## src/rtl/fifo_ctl_pkg.sv

```systemverilog
package fifo_ctl_pkg;

    typedef enum logic [2:0] {
        RA_DATA = 3'd0,
        RA_FILL = 3'd1,
        RA_CTRL = 3'd2,
        RA_STAT = 3'd3,
        RA_IEN  = 3'd4,
        RA_OPT  = 3'd5
    } reg_addr_e;

    localparam int ST_W     = 6;
    localparam int ST_DONE  = 0;
    localparam int ST_RXRDY = 2;
    localparam int ST_TXRDY = 3;
    localparam int ST_RXFRM = 4;
    localparam int ST_TXFRM = 5;

    localparam logic [ST_W-1:0] ST_MASK = 6'b111101;

    localparam int TRIG_LSB = 12;
    localparam int KEEP_BIT = 1;

    typedef struct packed {
        logic [1:0] code;
        logic       keep;
    } cfg_t;

endpackage

```

## src/rtl/fifo_store.sv

```systemverilog
module fifo_store #(
    parameter int DEPTH = 8,
    parameter int DW    = 8,
    localparam int PW   = (DEPTH > 1) ? $clog2(DEPTH) : 1,
    localparam int CW   = $clog2(DEPTH + 1)
) (
    input  logic          clk,
    input  logic          rst_n,
    input  logic          flush,
    input  logic          push,
    input  logic [DW-1:0] push_data,
    input  logic          pop,
    output logic [DW-1:0] head,
    output logic [CW-1:0] count,
    output logic          full,
    output logic          empty
);

    typedef struct packed {
        logic [DEPTH-1:0][DW-1:0] mem;
        logic [PW-1:0]            rd;
        logic [PW-1:0]            wr;
        logic [CW-1:0]            cnt;
    } store_t;

    store_t s_d, s_q;
    logic   do_push, do_pop;

    function automatic logic [PW-1:0] step(input logic [PW-1:0] p);
        return (p == PW'(DEPTH - 1)) ? '0 : p + 1'b1;
    endfunction

    always_comb begin
        s_d     = s_q;
        do_push = push && (s_q.cnt != CW'(DEPTH));
        do_pop  = pop && (s_q.cnt != '0);
        if (flush) begin
            s_d.rd  = '0;
            s_d.wr  = '0;
            s_d.cnt = '0;
        end else begin
            if (do_push) begin
                s_d.mem[s_q.wr] = push_data;
                s_d.wr          = step(s_q.wr);
            end
            if (do_pop) begin
                s_d.rd = step(s_q.rd);
            end
            case ({do_push, do_pop})
                2'b10:   s_d.cnt = s_q.cnt + 1'b1;
                2'b01:   s_d.cnt = s_q.cnt - 1'b1;
                default: s_d.cnt = s_q.cnt;
            endcase
        end
    end

    always_ff @(posedge clk) begin
        if (!rst_n) begin
            s_q <= '0;
        end else begin
            s_q <= s_d;
        end
    end

    assign head  = s_q.mem[s_q.rd];
    assign count = s_q.cnt;
    assign full  = (s_q.cnt == CW'(DEPTH));
    assign empty = (s_q.cnt == '0);

endmodule

```

## src/rtl/trig_status.sv

```systemverilog
module trig_status
    import fifo_ctl_pkg::*;
#(
    parameter int DEPTH = 8,
    localparam int CW   = $clog2(DEPTH + 1),
    localparam int LW   = CW + 4
) (
    input  logic            clk,
    input  logic            rst_n,
    input  logic [CW-1:0]   count,
    input  logic [1:0]      code,
    input  logic            stat_we,
    input  logic            ien_we,
    input  logic [ST_W-1:0] wdata,
    input  logic            ev_done,
    input  logic            ev_rxf,
    input  logic            ev_txf,
    output logic [ST_W-1:0] stat,
    output logic [ST_W-1:0] ien,
    output logic            irq
);

    typedef struct packed {
        logic [ST_W-1:0] stat;
        logic [ST_W-1:0] ien;
    } ts_t;

    ts_t             t_d, t_q;
    logic [LW-1:0]   lvl, fill_w, free_w;
    logic [ST_W-1:0] sets;

    always_comb begin
        lvl = LW'(1) << code;
        if (lvl > LW'(DEPTH)) begin
            lvl = LW'(DEPTH);
        end
        fill_w = LW'(count);
        free_w = LW'(DEPTH) - fill_w;

        sets           = '0;
        sets[ST_DONE]  = ev_done;
        sets[ST_RXRDY] = (fill_w >= lvl);
        sets[ST_TXRDY] = (free_w >= lvl);
        sets[ST_RXFRM] = ev_rxf;
        sets[ST_TXFRM] = ev_txf;

        t_d = t_q;
        if (stat_we) begin
            t_d.stat = t_q.stat & wdata;
        end
        t_d.stat = (t_d.stat | sets) & ST_MASK;
        if (ien_we) begin
            t_d.ien = wdata & ST_MASK;
        end
    end

    always_ff @(posedge clk) begin
        if (!rst_n) begin
            t_q <= '0;
        end else begin
            t_q <= t_d;
        end
    end

    assign stat = t_q.stat;
    assign ien  = t_q.ien;
    assign irq  = |(t_q.stat & t_q.ien);

endmodule

```

## src/rtl/host_port.sv

```systemverilog
module host_port
    import fifo_ctl_pkg::*;
#(
    parameter int DEPTH = 8,
    parameter int DW    = 8,
    localparam int CW   = $clog2(DEPTH + 1)
) (
    input  logic            host_wr,
    input  logic            host_rd,
    input  logic [2:0]      host_addr,
    input  logic [31:0]     host_wdata,
    input  logic [DW-1:0]   head,
    input  logic [CW-1:0]   count,
    input  cfg_t            cfg,
    input  logic [ST_W-1:0] stat,
    input  logic [ST_W-1:0] ien,
    output logic            h_push,
    output logic            h_pop,
    output logic            ptr_clear,
    output logic            ctrl_we,
    output logic            stat_we,
    output logic            ien_we,
    output logic            opt_we,
    output logic [31:0]     rdata
);

    always_comb begin
        h_push    = host_wr && (host_addr == RA_DATA);
        h_pop     = host_rd && (host_addr == RA_DATA);
        ptr_clear = host_wr && (host_addr == RA_FILL) && (host_wdata[3:0] == 4'd0);
        ctrl_we   = host_wr && (host_addr == RA_CTRL);
        stat_we   = host_wr && (host_addr == RA_STAT);
        ien_we    = host_wr && (host_addr == RA_IEN);
        opt_we    = host_wr && (host_addr == RA_OPT);

        rdata = '0;
        case (host_addr)
            RA_DATA: rdata = (count == '0) ? 32'd0 : 32'(head);
            RA_FILL: rdata = 32'(count);
            RA_CTRL: rdata[TRIG_LSB+1:TRIG_LSB] = cfg.code;
            RA_STAT: rdata = 32'(stat);
            RA_IEN:  rdata = 32'(ien);
            RA_OPT:  rdata[KEEP_BIT] = cfg.keep;
            default: rdata = '0;
        endcase
    end

endmodule

```

## src/rtl/byte_fifo_ctl.sv

```systemverilog
module byte_fifo_ctl
    import fifo_ctl_pkg::*;
#(
    parameter int DEPTH = 8,
    parameter int DW    = 8,
    localparam int CW   = $clog2(DEPTH + 1)
) (
    input  logic          clk,
    input  logic          rst_n,
    input  logic          host_wr,
    input  logic          host_rd,
    input  logic [2:0]    host_addr,
    input  logic [31:0]   host_wdata,
    output logic [31:0]   host_rdata,
    input  logic          eng_push,
    input  logic [DW-1:0] eng_wdata,
    input  logic          eng_pop,
    output logic [DW-1:0] eng_rdata,
    output logic          eng_full,
    output logic          eng_empty,
    input  logic          eng_start,
    input  logic          eng_done,
    input  logic          eng_rx_frame,
    input  logic          eng_tx_frame,
    output logic          irq
);

    cfg_t            cfg_d, cfg_q;
    logic            h_push, h_pop, ptr_clear;
    logic            ctrl_we, stat_we, ien_we, opt_we;
    logic            f_push, f_pop, f_flush;
    logic [DW-1:0]   f_data, head;
    logic [CW-1:0]   fill_cnt;
    logic [ST_W-1:0] stat_q, ien_q;

    always_comb begin
        cfg_d = cfg_q;
        if (ctrl_we) begin
            cfg_d.code = host_wdata[TRIG_LSB+1:TRIG_LSB];
        end
        if (opt_we) begin
            cfg_d.keep = host_wdata[KEEP_BIT];
        end
        f_push  = h_push || eng_push;
        f_data  = h_push ? host_wdata[DW-1:0] : eng_wdata;
        f_pop   = h_pop || eng_pop;
        f_flush = ptr_clear || (eng_start && !cfg_q.keep);
    end

    always_ff @(posedge clk) begin
        if (!rst_n) begin
            cfg_q <= '0;
        end else begin
            cfg_q <= cfg_d;
        end
    end

    host_port #(.DEPTH(DEPTH), .DW(DW)) u_host (
        .host_wr   (host_wr),
        .host_rd   (host_rd),
        .host_addr (host_addr),
        .host_wdata(host_wdata),
        .head      (head),
        .count     (fill_cnt),
        .cfg       (cfg_q),
        .stat      (stat_q),
        .ien       (ien_q),
        .h_push    (h_push),
        .h_pop     (h_pop),
        .ptr_clear (ptr_clear),
        .ctrl_we   (ctrl_we),
        .stat_we   (stat_we),
        .ien_we    (ien_we),
        .opt_we    (opt_we),
        .rdata     (host_rdata)
    );

    fifo_store #(.DEPTH(DEPTH), .DW(DW)) u_store (
        .clk      (clk),
        .rst_n    (rst_n),
        .flush    (f_flush),
        .push     (f_push),
        .push_data(f_data),
        .pop      (f_pop),
        .head     (head),
        .count    (fill_cnt),
        .full     (eng_full),
        .empty    (eng_empty)
    );

    trig_status #(.DEPTH(DEPTH)) u_stat (
        .clk    (clk),
        .rst_n  (rst_n),
        .count  (fill_cnt),
        .code   (cfg_q.code),
        .stat_we(stat_we),
        .ien_we (ien_we),
        .wdata  (host_wdata[ST_W-1:0]),
        .ev_done(eng_done),
        .ev_rxf (eng_rx_frame),
        .ev_txf (eng_tx_frame),
        .stat   (stat_q),
        .ien    (ien_q),
        .irq    (irq)
    );

    assign eng_rdata = head;

endmodule

```

## config.mk

```make
export PLATFORM = sky130hd
export DESIGN_NAME = byte_fifo_ctl
export DESIGN_NICKNAME = d
export VERILOG_FILES = /design/src/rtl/fifo_ctl_pkg.sv /design/src/rtl/fifo_store.sv /design/src/rtl/trig_status.sv /design/src/rtl/host_port.sv /design/src/rtl/byte_fifo_ctl.sv
export SDC_FILE = /design/constraint.sdc
export NUM_CORES = 1
export LEC_CHECK = 0
export ABC_CLOCK_PERIOD_IN_PS = 2900
export BUFFER_PORTS_ARGS = -buffer_cell sky130_fd_sc_hd__clkbuf_2
export CAP_MARGIN = 30
export CELL_PAD_IN_SITES_DETAIL_PLACEMENT = 0
export CELL_PAD_IN_SITES_GLOBAL_PLACEMENT = 1
export CORE_MARGIN = 3
export CORE_UTILIZATION = 42
export CTS_CLUSTER_SIZE = 25
export DETAILED_ROUTE_END_ITERATION = 7
export GPL_ROUTABILITY_DRIVEN = 0
export GPL_TIMING_DRIVEN = 0
export PLACE_DENSITY_LB_ADDON = 0.1
export SYNTH_ARGS = -nofsm -noshare
export SYNTH_HDL_FRONTEND = slang
export SYNTH_HIERARCHICAL = 1
export SYNTH_SLANG_ARGS = --single-unit
```

## constraint.sdc

```tcl
create_clock -name clk -period 2.9 [get_ports clk]
set_clock_uncertainty 0.15 [all_clocks]
set_input_delay 0.435 -clock clk [delete_from_list [all_inputs] [get_ports clk]]
set_output_delay 0.435 -clock clk [all_outputs]
set_load 0.01 [all_outputs]
```

==> results by group <==
STA
  – Setup Viol. Count Final: 0
  – WHS: 0.188 ns
  – Final worst path period share: 0.979
  – RSZ-0062 raised after global routing: false
  – Max-slew violations: 0
  – Slew margin rel.: 0.552
  – Tightest Pin Transition: 0.671 ns
  – Final Critical Period: 2.84 ns
  – Final setup margin: 0.0610 ns
  – Hold Vio Cnt, Final: 0
  – Setup TNS: 0 ns
  – Max Freq: 352 MHz

Logic synthesis
  – Syn_area_per_cell: 9.96 um2
  – Post-synth EDFFs: 0
  – Synth Instances: 479
  – Async set-reset flop share out of synthesis: 0
  – Synth cell types: 54
  – Yosys warning total: 6
  – Synthesized cell area: 4770 um2
  – Register bit count reported by yosys: 87
  – Sequential area share after synthesis: 0.365
  – Ys flop type: dfxtp_1

Detailed routing
  – Average wire per standard cell: 16.3 um
  – Via count: 3587
  – Routed wire length: 11.5 mm
  – DR DRC count: 0
  – DRT antenna net count: 0
  – Starting DRT DRC Count: 153
  – DR pass1 iterations: 4
  – Mean number of vias per cell: 5.07

Worst setup path
  – CP max stage cell: mux4_2
  – Worst Setup Start Kind: flip-flop
  – Worst path max stage delay: 0.56 ns
  – Arrival time worst endpoint: 2.25 ns
  – Worst EP required: 2.32 ns
  – Type of destination of the critical path: output pin
  – Worst-path fanout max: 10
  – Crit-path cells: buf_6 > buf_12 > mux4_2 > mux2_2 > a221o_1 > clkbuf_2
  – Setup Crit Path Kind: reg2out

Die
  – Io pins: 96
  – Core outline area: 11000 um2
  – Die Area: 12700 um2
  – Std-Cell Rows: 38
  – Die Wd: 113 um
  – Die height: 113 um
  – Starting Density: 0.434

Finish
  – FF/Latch Area: 1740 um2
  – NumNets Final: 632
  – Fill cells: 1037
  – Area of the multi-input gates: 2750 um2
  – Design Area, Final: 5630 um2
  – Post-Layout Cell Count: 708
  – Final core occ: 0.513
  – Layout cells sized above 1: 0.271
  – Ant. Diodes: 0
  – Synthesis-to-layout area growth: 18.0%

Clock tree
  – Num CTS Buffers: 9
  – CTS tree: yes
  – CTS H-tree lvls: 3
  – Clk sinks: 87
  – Root buffer cell: clkbuf_16
  – CTS clock-pin slew for the worst setup and hold paths: 0.07 ns
  – Clock Path Buffers: 2
  – CTS Hold Bufs: 0
  – Skew-Pair Late Insertion Delay: 0.33 ns

Run status
  – Status: complete, no violations

GRT
  – Largest net degree at the start of global routing: 15
  – Initial antenna violation count: 0
  – GRT Residual Overflow: 0
  – Total GRT Usage: 0.186
  – First-pass GRT wire length: 18.6 mm
  – Vias in the first global route: 3564

Pwr
  – Worst VDD drop: 0.000352 V
  – Total power draw: 2.70 mW
  – Seq pwr share: 0.459
  – Internal power: 2.02 mW
  – PD cells: 479 nW/um2
  – Clk pwr share: 0.417
  – Comb power frac: 0.124
  – Sw frac: 0.250
  – Pleak: 2.41 nW
  – Sw power: 0.674 mW

Placement
  – PortBufs: 49
  – Placed inst area: 5270 um2
  – Pre-CTS setup slack: -0.260 ns
  – Post-Place Cells: 690
  – Detailed placer's ending HPWL: 8.45 mm

Run
  – Max_cap viols: 0

Hold path
  – Hold Path Class: in2reg
-- worst paths after layout --
kind                                       from                       endpoint  slack [ns]  cells past startpoint
setup / recovery    u_store/s_q[7]$_SDFFE_PP0P_                  host_rdata[2]        0.06                      6
hold / removal                         eng_done      u_stat/stat[0]$_SDFF_PN0_        0.19                      3
setup reg to reg  u_store/count[0]$_SDFFE_PP0P_  u_store/count[3]$_SDFFE_PP0P_        0.28                      8
hold reg to reg    u_store/s_q[19]$_SDFFE_PN0P_   u_store/s_q[19]$_SDFFE_PN0P_        0.31                      2
-- registers in the layout, indices dropped and copies added (netlist names) --
signal / cells
cfg_q: 3
u_store/s_q: 70
u_stat/stat: 5
u_store/count: 4
u_stat/ien: 5
-- synthesized netlist by cell type (5+ instances only) --
master    instances  area [um2]
buf_4            31         233
mux2i_1          76         761
clkbuf_1         11        41.3
dfxtp_1          87        1740
nor2_1           14        52.6
ha_1             15         188
inv_1            10        37.5
mux2_4            8         120
mux2_2            9         101
nand2b_1         12        75.1
a21oi_1          14        70.1
and2_1            8        50.1
nor2b_1          14        87.6
a221o_1           5        50.1
mux4_2           16         360
nand2_1          86         323
-- routing by layer --
layer,global-route usage,up-vias,share of wire
li1,-,1785,-
met1,0.244,1720,0.46
met2,0.318,78,0.49
met3,0.0350,4,0.039
met4,0.0457,0,0.0059
met5,0,-,0
-- area by class of cell --
class                           instances  area share
Sequential cell                        87       0.310
Buffer                                 51      0.0658
Inverter                               10     0.00667
Clock inverter                          4     0.00489
Clock buffer                           12      0.0473
Tap cell                              140      0.0311
Multi-Input combinational cell        353       0.488
Timing Repair Buffer                   51      0.0462
-- power groups by stage --
stage	clock, mW	combinational [mW]	sequential, mW
floorplan	0	0.238	1.26
global placement	0	0.325	1.26
detailed placement	0	0.329	1.26
CTS	1.15	0.336	1.24
global route	1.20	0.373	1.24
finish	1.12	0.335	1.24
-- worst max-delay path, delay by kind of cell, from the launching register on --
| kind | cells | cell delay (ns) |
|---|---|---|
| mux | 2 | 0.88 |
| compound gates | 1 | 0.32 |
| flops | 1 | 0.34 |
| buf+inv | 3 | 0.38 |
-- cells by family after synthesis --
logic type      after synthesis  share of synthesized area
fa+ha+maj                    16                     0.0435
flops                        87                      0.365
simple gates                166                      0.172
xor+xnor                      4                    0.00735
compound gates               34                     0.0506
mux                         109                      0.281
buf+inv                      61                     0.0782
other cells                   2                    0.00157
-- placed cells by master (no fill, tap or decap), drive strengths merged, types with 3 or more instances in the layout --
| master | synthesis | layout |
|---|---|---|
| a21oi | 14 | 14 |
| nor2 | 17 | 17 |
| or3 | 4 | 4 |
| ha | 15 | 15 |
| and3 | 3 | 3 |
| nand2 | 87 | 87 |
| inv | 10 | 11 |
| xor2 | 3 | 3 |
| nor2b | 14 | 14 |
| dfxtp | 87 | 87 |
| mux2 | 17 | 17 |
| conb | 2 | 24 |
| a221o | 5 | 5 |
| and2 | 10 | 10 |
| nand2b | 12 | 12 |
| buf | 40 | 42 |
| o21ai | 3 | 3 |
| mux4 | 16 | 16 |
| clkbuf | 11 | 72 |
| nand3 | 4 | 4 |
| clkinv | 0 | 3 |
| mux2i | 76 | 76 |
| nor3 | 5 | 5 |
-- what timing repair did --
item                       4_1_cts  5_1_grt
gates resized for setup         11        4
buffers inserted                 2        0
pin swaps                        0        0
setup endpoints to repair       17        6
hold endpoints to repair         0        0
No activity file was read; power rests on OpenSTA's default activity.
